`src/rtl/regram_pkg.sv`:
```
`timescale 1ns/1ps
package regram_pkg;

    // Architectural byte width; the pointer is exactly one data word wide.
    localparam int DATA_W = 8;

    typedef logic [DATA_W-1:0] byte_t;

    // Resolved physical location of one memory access.
    typedef struct packed {
        byte_t loc;       // physical cell number
        logic  in_range;  // cell exists in the array
    } ram_loc_t;

    // Direct field value 0 is the indirect escape.
    function automatic byte_t pick_location(input byte_t direct_ext, input byte_t ptr);
        return (direct_ext == '0) ? ptr : direct_ext;
    endfunction

    function automatic logic loc_exists(input byte_t loc, input int depth);
        return int'(loc) < depth;
    endfunction

endpackage

```
`src/rtl/rr_regbank.sv`:
```
`timescale 1ns/1ps
module rr_regbank
    import regram_pkg::*;
#(
    parameter int NUM_REGS = 8,
    parameter int PTR_REG  = 7,
    localparam int SEL_W   = $clog2(NUM_REGS)
) (
    input  logic             clk,
    input  logic             rst,
    input  logic             we,
    input  logic [SEL_W-1:0] wsel,
    input  byte_t            wdata,
    input  logic [SEL_W-1:0] rsel_a,
    input  logic [SEL_W-1:0] rsel_b,
    output byte_t            rdata_a,
    output byte_t            rdata_b,
    output byte_t            ptr_val
);

    logic [NUM_REGS-1:0][DATA_W-1:0] regs;

    always_ff @(posedge clk) begin
        if (rst) begin
            regs <= '0;
        end else if (we) begin
            regs[wsel] <= wdata;
        end
    end

    // Reads see the flop outputs, so a same-cycle write is not forwarded.
    always_comb begin
        rdata_a = regs[rsel_a];
        rdata_b = regs[rsel_b];
        ptr_val = regs[PTR_REG];
    end

    AST_REG_WRITE_LANDS: assert property (@(posedge clk) disable iff (rst)
        we |=> regs[$past(wsel)] == $past(wdata));

    AST_REG_HOLD: assert property (@(posedge clk) disable iff (rst)
        !we |=> $stable(regs));

endmodule

```
`src/rtl/rr_addr_xlate.sv`:
```
`timescale 1ns/1ps
module rr_addr_xlate
    import regram_pkg::*;
#(
    parameter int DIR_W = 5,
    parameter int DEPTH = 64
) (
    input  logic [DIR_W-1:0] direct,
    input  byte_t            ptr,
    output ram_loc_t         loc
);

    byte_t direct_ext;

    always_comb begin
        direct_ext   = byte_t'(direct);
        loc.loc      = pick_location(direct_ext, ptr);
        loc.in_range = loc_exists(loc.loc, DEPTH);
    end

endmodule

```
`src/rtl/rr_scratch_ram.sv`:
```
`timescale 1ns/1ps
module rr_scratch_ram
    import regram_pkg::*;
#(
    parameter int DEPTH    = 64,
    localparam int IDX_W   = $clog2(DEPTH)
) (
    input  logic     clk,
    input  logic     rst,
    input  logic     we,
    input  ram_loc_t wloc,
    input  byte_t    wdata,
    input  ram_loc_t rloc,
    output byte_t    rdata
);

    logic [DEPTH-1:0][DATA_W-1:0] mem;
    logic [IDX_W-1:0]             widx;
    logic [IDX_W-1:0]             ridx;
    logic                         wr_go;

    always_comb begin
        widx  = wloc.loc[IDX_W-1:0];
        ridx  = rloc.loc[IDX_W-1:0];
        wr_go = we && wloc.in_range;
    end

    // No reset on storage: contents survive reset.
    always_ff @(posedge clk) begin
        if (wr_go) begin
            mem[widx] <= wdata;
        end
    end

    // Combinational read of the old content; the write lands at the edge.
    always_comb begin
        rdata = rloc.in_range ? mem[ridx] : '0;
    end

    AST_RAM_WRITE_LANDS: assert property (@(posedge clk) disable iff (rst)
        (we && wloc.in_range) |=> mem[$past(widx)] == $past(wdata));

    AST_RAM_OOR_DROP: assert property (@(posedge clk) disable iff (rst)
        (we && !wloc.in_range) |=> $stable(mem));

    AST_RAM_HOLD: assert property (@(posedge clk) disable iff (rst)
        !we |=> $stable(mem));

endmodule

```
`src/rtl/regram_core.sv`:
```
`timescale 1ns/1ps
module regram_core
    import regram_pkg::*;
#(
    parameter int NUM_REGS   = 8,
    parameter int PTR_REG    = 7,
    parameter int BASE_DEPTH = 32,
    parameter int EXT_DEPTH  = 32,
    localparam int SEL_W     = $clog2(NUM_REGS),
    localparam int DIR_W     = $clog2(BASE_DEPTH),
    localparam int RAM_DEPTH = BASE_DEPTH + EXT_DEPTH
) (
    input  logic             clk,
    input  logic             rst,
    input  logic             rf_we,
    input  logic [SEL_W-1:0] rf_wsel,
    input  logic [7:0]       rf_wdata,
    input  logic [SEL_W-1:0] rf_rsel_a,
    output logic [7:0]       rf_rdata_a,
    input  logic [SEL_W-1:0] rf_rsel_b,
    output logic [7:0]       rf_rdata_b,
    input  logic             mem_we,
    input  logic [DIR_W-1:0] mem_waddr,
    input  logic [7:0]       mem_wdata,
    input  logic [DIR_W-1:0] mem_raddr,
    output logic [7:0]       mem_rdata
);

    byte_t    ptr_val;
    ram_loc_t loc_q [2];   // [0] read path, [1] write path
    logic [DIR_W-1:0] dir_q [2];

    always_comb begin
        dir_q[0] = mem_raddr;
        dir_q[1] = mem_waddr;
    end

    rr_regbank #(
        .NUM_REGS (NUM_REGS),
        .PTR_REG  (PTR_REG)
    ) u_bank (
        .clk     (clk),
        .rst     (rst),
        .we      (rf_we),
        .wsel    (rf_wsel),
        .wdata   (rf_wdata),
        .rsel_a  (rf_rsel_a),
        .rsel_b  (rf_rsel_b),
        .rdata_a (rf_rdata_a),
        .rdata_b (rf_rdata_b),
        .ptr_val (ptr_val)
    );

    for (genvar g = 0; g < 2; g++) begin : g_xlate
        rr_addr_xlate #(
            .DIR_W (DIR_W),
            .DEPTH (RAM_DEPTH)
        ) u_xlate (
            .direct (dir_q[g]),
            .ptr    (ptr_val),
            .loc    (loc_q[g])
        );
    end

    rr_scratch_ram #(
        .DEPTH (RAM_DEPTH)
    ) u_ram (
        .clk   (clk),
        .rst   (rst),
        .we    (mem_we),
        .wloc  (loc_q[1]),
        .wdata (mem_wdata),
        .rloc  (loc_q[0]),
        .rdata (mem_rdata)
    );

endmodule

```
`config.mk`:
```
export PLATFORM = sky130hd
export DESIGN_NAME = regram_core
export DESIGN_NICKNAME = d
export VERILOG_FILES = /design/src/rtl/regram_pkg.sv /design/src/rtl/rr_regbank.sv /design/src/rtl/rr_addr_xlate.sv /design/src/rtl/rr_scratch_ram.sv /design/src/rtl/regram_core.sv
export SDC_FILE = /design/constraint.sdc
export NUM_CORES = 1
export LEC_CHECK = 0
export BUFFER_PORTS_ARGS = -buffer_cell sky130_fd_sc_hd__buf_2
export CAP_MARGIN = 20
export CORE_AREA = 4 4 205 207
export DETAILED_ROUTE_END_ITERATION = 8
export DIE_AREA = 0 0 209 211
export PLACE_DENSITY = 0.82
export RECOVER_POWER = 25
export SKIP_LAST_GASP = 1
export SLEW_MARGIN = 20
export SYNTH_ARGS = -nofsm -noshare
export SYNTH_HDL_FRONTEND = slang
export SYNTH_SLANG_ARGS = --single-unit
```
`constraint.sdc`:
```
create_clock -name clk -period 8.2 [get_ports clk]
set_clock_uncertainty 0.1 [all_clocks]
set_input_delay 0.82 -clock clk [delete_from_list [all_inputs] [get_ports clk]]
set_output_delay 0.82 -clock clk [all_outputs]
set_load 0.01 [all_outputs]
```
==> run_summary.xml <==
<?xml version="1.0" encoding="UTF-8"?>
<metrics>
  <group name="synthesis">
    <metric name="yosys_most_used_dff" unit="">sky130_fd_sc_hd__edfxtp_1</metric>
    <metric name="synth_area_per_cell" unit="um^2">13.5</metric>
    <metric name="synth_edf_count" unit="">512</metric>
    <metric name="synth.ff_latch_count" unit="">576</metric>
    <metric name="syn_inst" unit="">1776</metric>
    <metric name="netlist-cell-type-count" unit="">58</metric>
    <metric name="synth_nets" unit="">1815</metric>
    <metric name="post-synth-top-area-fraction" unit="">0.641</metric>
    <metric name="ys_top_cells_by_area" unit="">sky130_fd_sc_hd__edfxtp_1 (64%), sky130_fd_sc_hd__nand2_1 (6.3%), sky130_fd_sc_hd__dfxtp_1 (5.3%), sky130_fd_sc_hd__mux4_2 (4.8%), sky130_fd_sc_hd__a21oi_1 (3.6%)</metric>
    <metric name="netlist_area" unit="um^2">24000</metric>
    <metric name="async_flop_share" unit="">0</metric>
    <metric name="synth_seq_area_share" unit="">0.695</metric>
    <metric name="synth-warning-count" unit="">0</metric>
    <metric name="biggest_area_consumer_among_synthesized_cells" unit="">sky130_fd_sc_hd__edfxtp_1</metric>
  </group>
  <group name="clock_tree">
    <metric name="tritoncts.num_buffers" unit="">55</metric>
    <metric name="clock_sink_count" unit="">576</metric>
    <metric name="clk_latency" unit="ns">0.61</metric>
    <metric name="post_cts.repair.setup_buffers" unit="">0</metric>
    <metric name="tritoncts" unit="">built</metric>
    <metric name="ctsHtreeMaxLevel" unit="">2</metric>
    <metric name="path_clk_slew" unit="ns">0.06</metric>
    <metric name="ctsRootBufferMaster" unit="">sky130_fd_sc_hd__clkbuf_16</metric>
    <metric name="clock_path_buffers" unit="">3</metric>
    <metric name="holdBufCountCts" unit="">0</metric>
    <metric name="cts.repair.resized" unit="">0</metric>
  </group>
  <group name="placement">
    <metric name="io_buffers" unit="">62</metric>
    <metric name="place_hpwl" unit="um">37700</metric>
    <metric name="routabilityCongestion" unit="">0.966</metric>
  </group>
  <group name="drt">
    <metric name="drt-total-wl" unit="um">61800</metric>
    <metric name="first_iter_violations" unit="">2426</metric>
    <metric name="postRouteAntennaNets" unit="">0</metric>
    <metric name="drt-pass1-iter-count" unit="">8</metric>
    <metric name="routed_wire_length_per_instance" unit="um">25.8</metric>
    <metric name="detailroute.via_count" unit="">15900</metric>
    <metric name="vias_per_cell" unit="">6.64</metric>
    <metric name="drc" unit="">0</metric>
  </group>
  <group name="global_route">
    <metric name="antenna_violations_before_repair" unit="">1</metric>
    <metric name="grt_start_max_net_pins" unit="">65</metric>
    <metric name="globalRoute.totalOverflow" unit="">0</metric>
    <metric name="global_route_wire_length_before_repair" unit="um">93100</metric>
    <metric name="via_count_of_the_first_global_routing_pass" unit="">15400</metric>
    <metric name="grt_usage" unit="">0.276</metric>
  </group>
  <group name="timing">
    <metric name="slew_headroom" unit="">-1.20</metric>
    <metric name="timing_hold_violations_final" unit="">0</metric>
    <metric name="fin_crit_sh" unit="">0.678</metric>
    <metric name="fmax" unit="GHz">0.180</metric>
    <metric name="rsz0062_at_grt" unit="">false</metric>
    <metric name="number_of_failing_setup_endpoints_in_the_final_timing_report" unit="">0</metric>
    <metric name="final.setup.tns" unit="ns">0</metric>
    <metric name="min_period" unit="ns">5.56</metric>
    <metric name="report.final.slew_viol_count" unit="">390</metric>
    <metric name="worstMarginPinSlew" unit="ns">3.30</metric>
    <metric name="hold-worst-slack" unit="ns">0.366</metric>
  </group>
  <group name="min_path">
    <metric name="classification_of_the_worst_slack_hold_path" unit="">flip-flop to flip-flop</metric>
    <metric name="hold_start" unit="">u_bank.regs[20]</metric>
  </group>
  <group name="run_status">
    <metric name="failed_checks" unit="">max-capacitance violations, max-slew violations</metric>
    <metric name="run_status" unit="">complete, but fails checks</metric>
  </group>
  <group name="critical_path">
    <metric name="r2r_slack" unit="ns">5.36</metric>
    <metric name="timing.setup.critical_path_class" unit="">flip-flop to primary output</metric>
    <metric name="timing.critical_path.mode_cell" unit="">sky130_fd_sc_hd__buf_4</metric>
    <metric name="crit_path_end_kind" unit="">primary output</metric>
    <metric name="cpLargestDelayFamily" unit="">compound AO/OA/AOI/OAI gates</metric>
    <metric name="crit_path_max_fanout" unit="">48</metric>
    <metric name="crit_arrival" unit="ns">4.64</metric>
    <metric name="critPathRequiredTime" unit="ns">7.28</metric>
    <metric name="worstPathBufferInverterCount" unit="">3</metric>
    <metric name="reg2reg_from" unit="">u_bank.ptr_val[2]</metric>
    <metric name="crit_start" unit="">u_bank.ptr_val[0]</metric>
    <metric name="critical-path-max-stage-delay" unit="ns">0.55</metric>
    <metric name="critical-path-slowest-cell" unit="">sky130_fd_sc_hd__a21o_4</metric>
    <metric name="critical_path.startpoint_type" unit="">flip-flop</metric>
    <metric name="crit_chain" unit="">nor2b_1 &gt; a21o_4 &gt; buf_4 &gt; buf_4 &gt; mux2i_1 &gt; a32oi_1 &gt; a311oi_1 &gt; o21ai_0 &gt; a22o_1 &gt; buf_2</metric>
  </group>
  <group name="die">
    <metric name="initial_utilization" unit="">0.594</metric>
    <metric name="fp.dieArea" unit="um^2">44100</metric>
    <metric name="io-pin-count" unit="">63</metric>
    <metric name="coreArea" unit="um^2">40400</metric>
    <metric name="num_rows" unit="">74</metric>
    <metric name="die_height" unit="um">211</metric>
    <metric name="die_w" unit="um">209</metric>
  </group>
  <group name="job">
    <metric name="drv_cap" unit="">6</metric>
  </group>
  <group name="cells_and_area">
    <metric name="finish.net_count" unit="">1851</metric>
    <metric name="n_fill_cell" unit="">2808</metric>
    <metric name="area_overhead_of_the_layout_relative_to_synthesis" unit="%">9.99</metric>
    <metric name="mostFrequentLayoutCells" unit="">sky130_fd_sc_hd__edfxtp_1 (512), sky130_fd_sc_hd__nand2_1 (404), sky130_fd_sc_hd__a21oi_1 (170)</metric>
    <metric name="most_common_cell_after_layout_fill_and_taps_aside" unit="">sky130_fd_sc_hd__edfxtp_1</metric>
    <metric name="post_route_cells_drive_above_1_share" unit="">0.136</metric>
  </group>
  <group name="pwr">
    <metric name="pwr_cell_area" unit="nW/um^2">233</metric>
    <metric name="static-leakage-power" unit="nW">8.84</metric>
    <metric name="irDropWorstVdd" unit="V">0.000151</metric>
    <metric name="finalPower" unit="W">0.00615</metric>
  </group>
</metrics>
-- sequential cells by signal, summed over array words and instances, names as in the netlist --
register / count
u_bank.regs: 56
u_bank.ptr_val: 8
u_ram.mem: 512
-- metrics by stage --
step | setup slack (ns) | cells | cell area (um^2) | util
after floorplan | 4.60 | 1776 | 24000 | -
after global placement | 2.99 | 2286 | 24600 | 0.609
after detailed placement | 2.88 | 2286 | 24600 | 0.609
after CTS | 2.68 | 2388 | 26400 | 0.653
after global routing | 2.43 | 2389 | 26400 | 0.653
final | 2.64 | 2390 | 26400 | 0.653
-- final cells by class --
| type | instances | area, um^2 | area share |
|---|---|---|---|
| antenna | 1 | 2.50 | 0.0000949 |
| clock buffer | 66 | 1440 | 0.0545 |
| clock inverter | 36 | 372 | 0.0141 |
| inverter | 3 | 11.3 | 0.000427 |
| multi-input combinational | 1091 | 6760 | 0.256 |
| sequential | 576 | 16700 | 0.632 |
| tap | 532 | 666 | 0.0252 |
| timing repair buffer | 85 | 465 | 0.0177 |
-- worst min-delay path: cells and delay by family, from the launching register on --
family           cells  cell delay (ns)
AND/OR/NAND/NOR      1             0.05
flip-flops           1             0.32
AO/OA/AOI/OAI        1             0.05
-- metal layers --
metal	vias up	wire length, um	part of all wire	GRT usage
met1	7734	22100	0.36	0.377
li1	6760	-	-	-
met5	-	12	0.00019	0
met2	1164	29200	0.47	0.439
met3	204	7860	0.13	0.0711
met4	2	2630	0.043	0.100
-- cells in the mapped netlist, drive strengths merged (3+ instances only) --
cell type	number
o221a	6
nand2	404
a22oi	18
nand3	49
a32oi	7
mux2i	56
and3	28
a221o	6
a311oi	8
a31oi	20
a21o	12
nor3	9
inv	3
dfxtp	64
or2	3
a21oi	173
nand2b	3
o22a	6
nor2	100
nand4	3
mux2	18
o21ai	30
a22o	24
clkbuf	26
o221ai	6
a211oi	13
edfxtp	512
buf	80
mux4	51
nor2b	8
o32ai	3
a221oi	6
-- worst paths after layout --
path / end / cells past startpoint
min: u_bank.regs[20] / 2
min reg2reg: u_bank.regs[20] / 2
max reg2reg: u_ram.mem[9] / 4
max: mem_rdata[4] / 10
-- logic make-up (layout without fill, tap and decap cells) --
group / count (synthesis) / count (layout) / synth area share
compound gates: 351 / 351 / 0.0941
buf+inv: 109 / 190 / 0.0252
flops: 576 / 576 / 0.695
mux: 125 / 125 / 0.0797
other cells: 0 / 1 / 0
simple gates: 615 / 615 / 0.106
-- power breakdown --
group	internal, W	switching (W)
combinational	0.000109	0.000263
sequential	0.00322	0.0000103
clock	0.00147	0.00107
total	0.00480	0.00135
(Power assumes the default switching activity.)
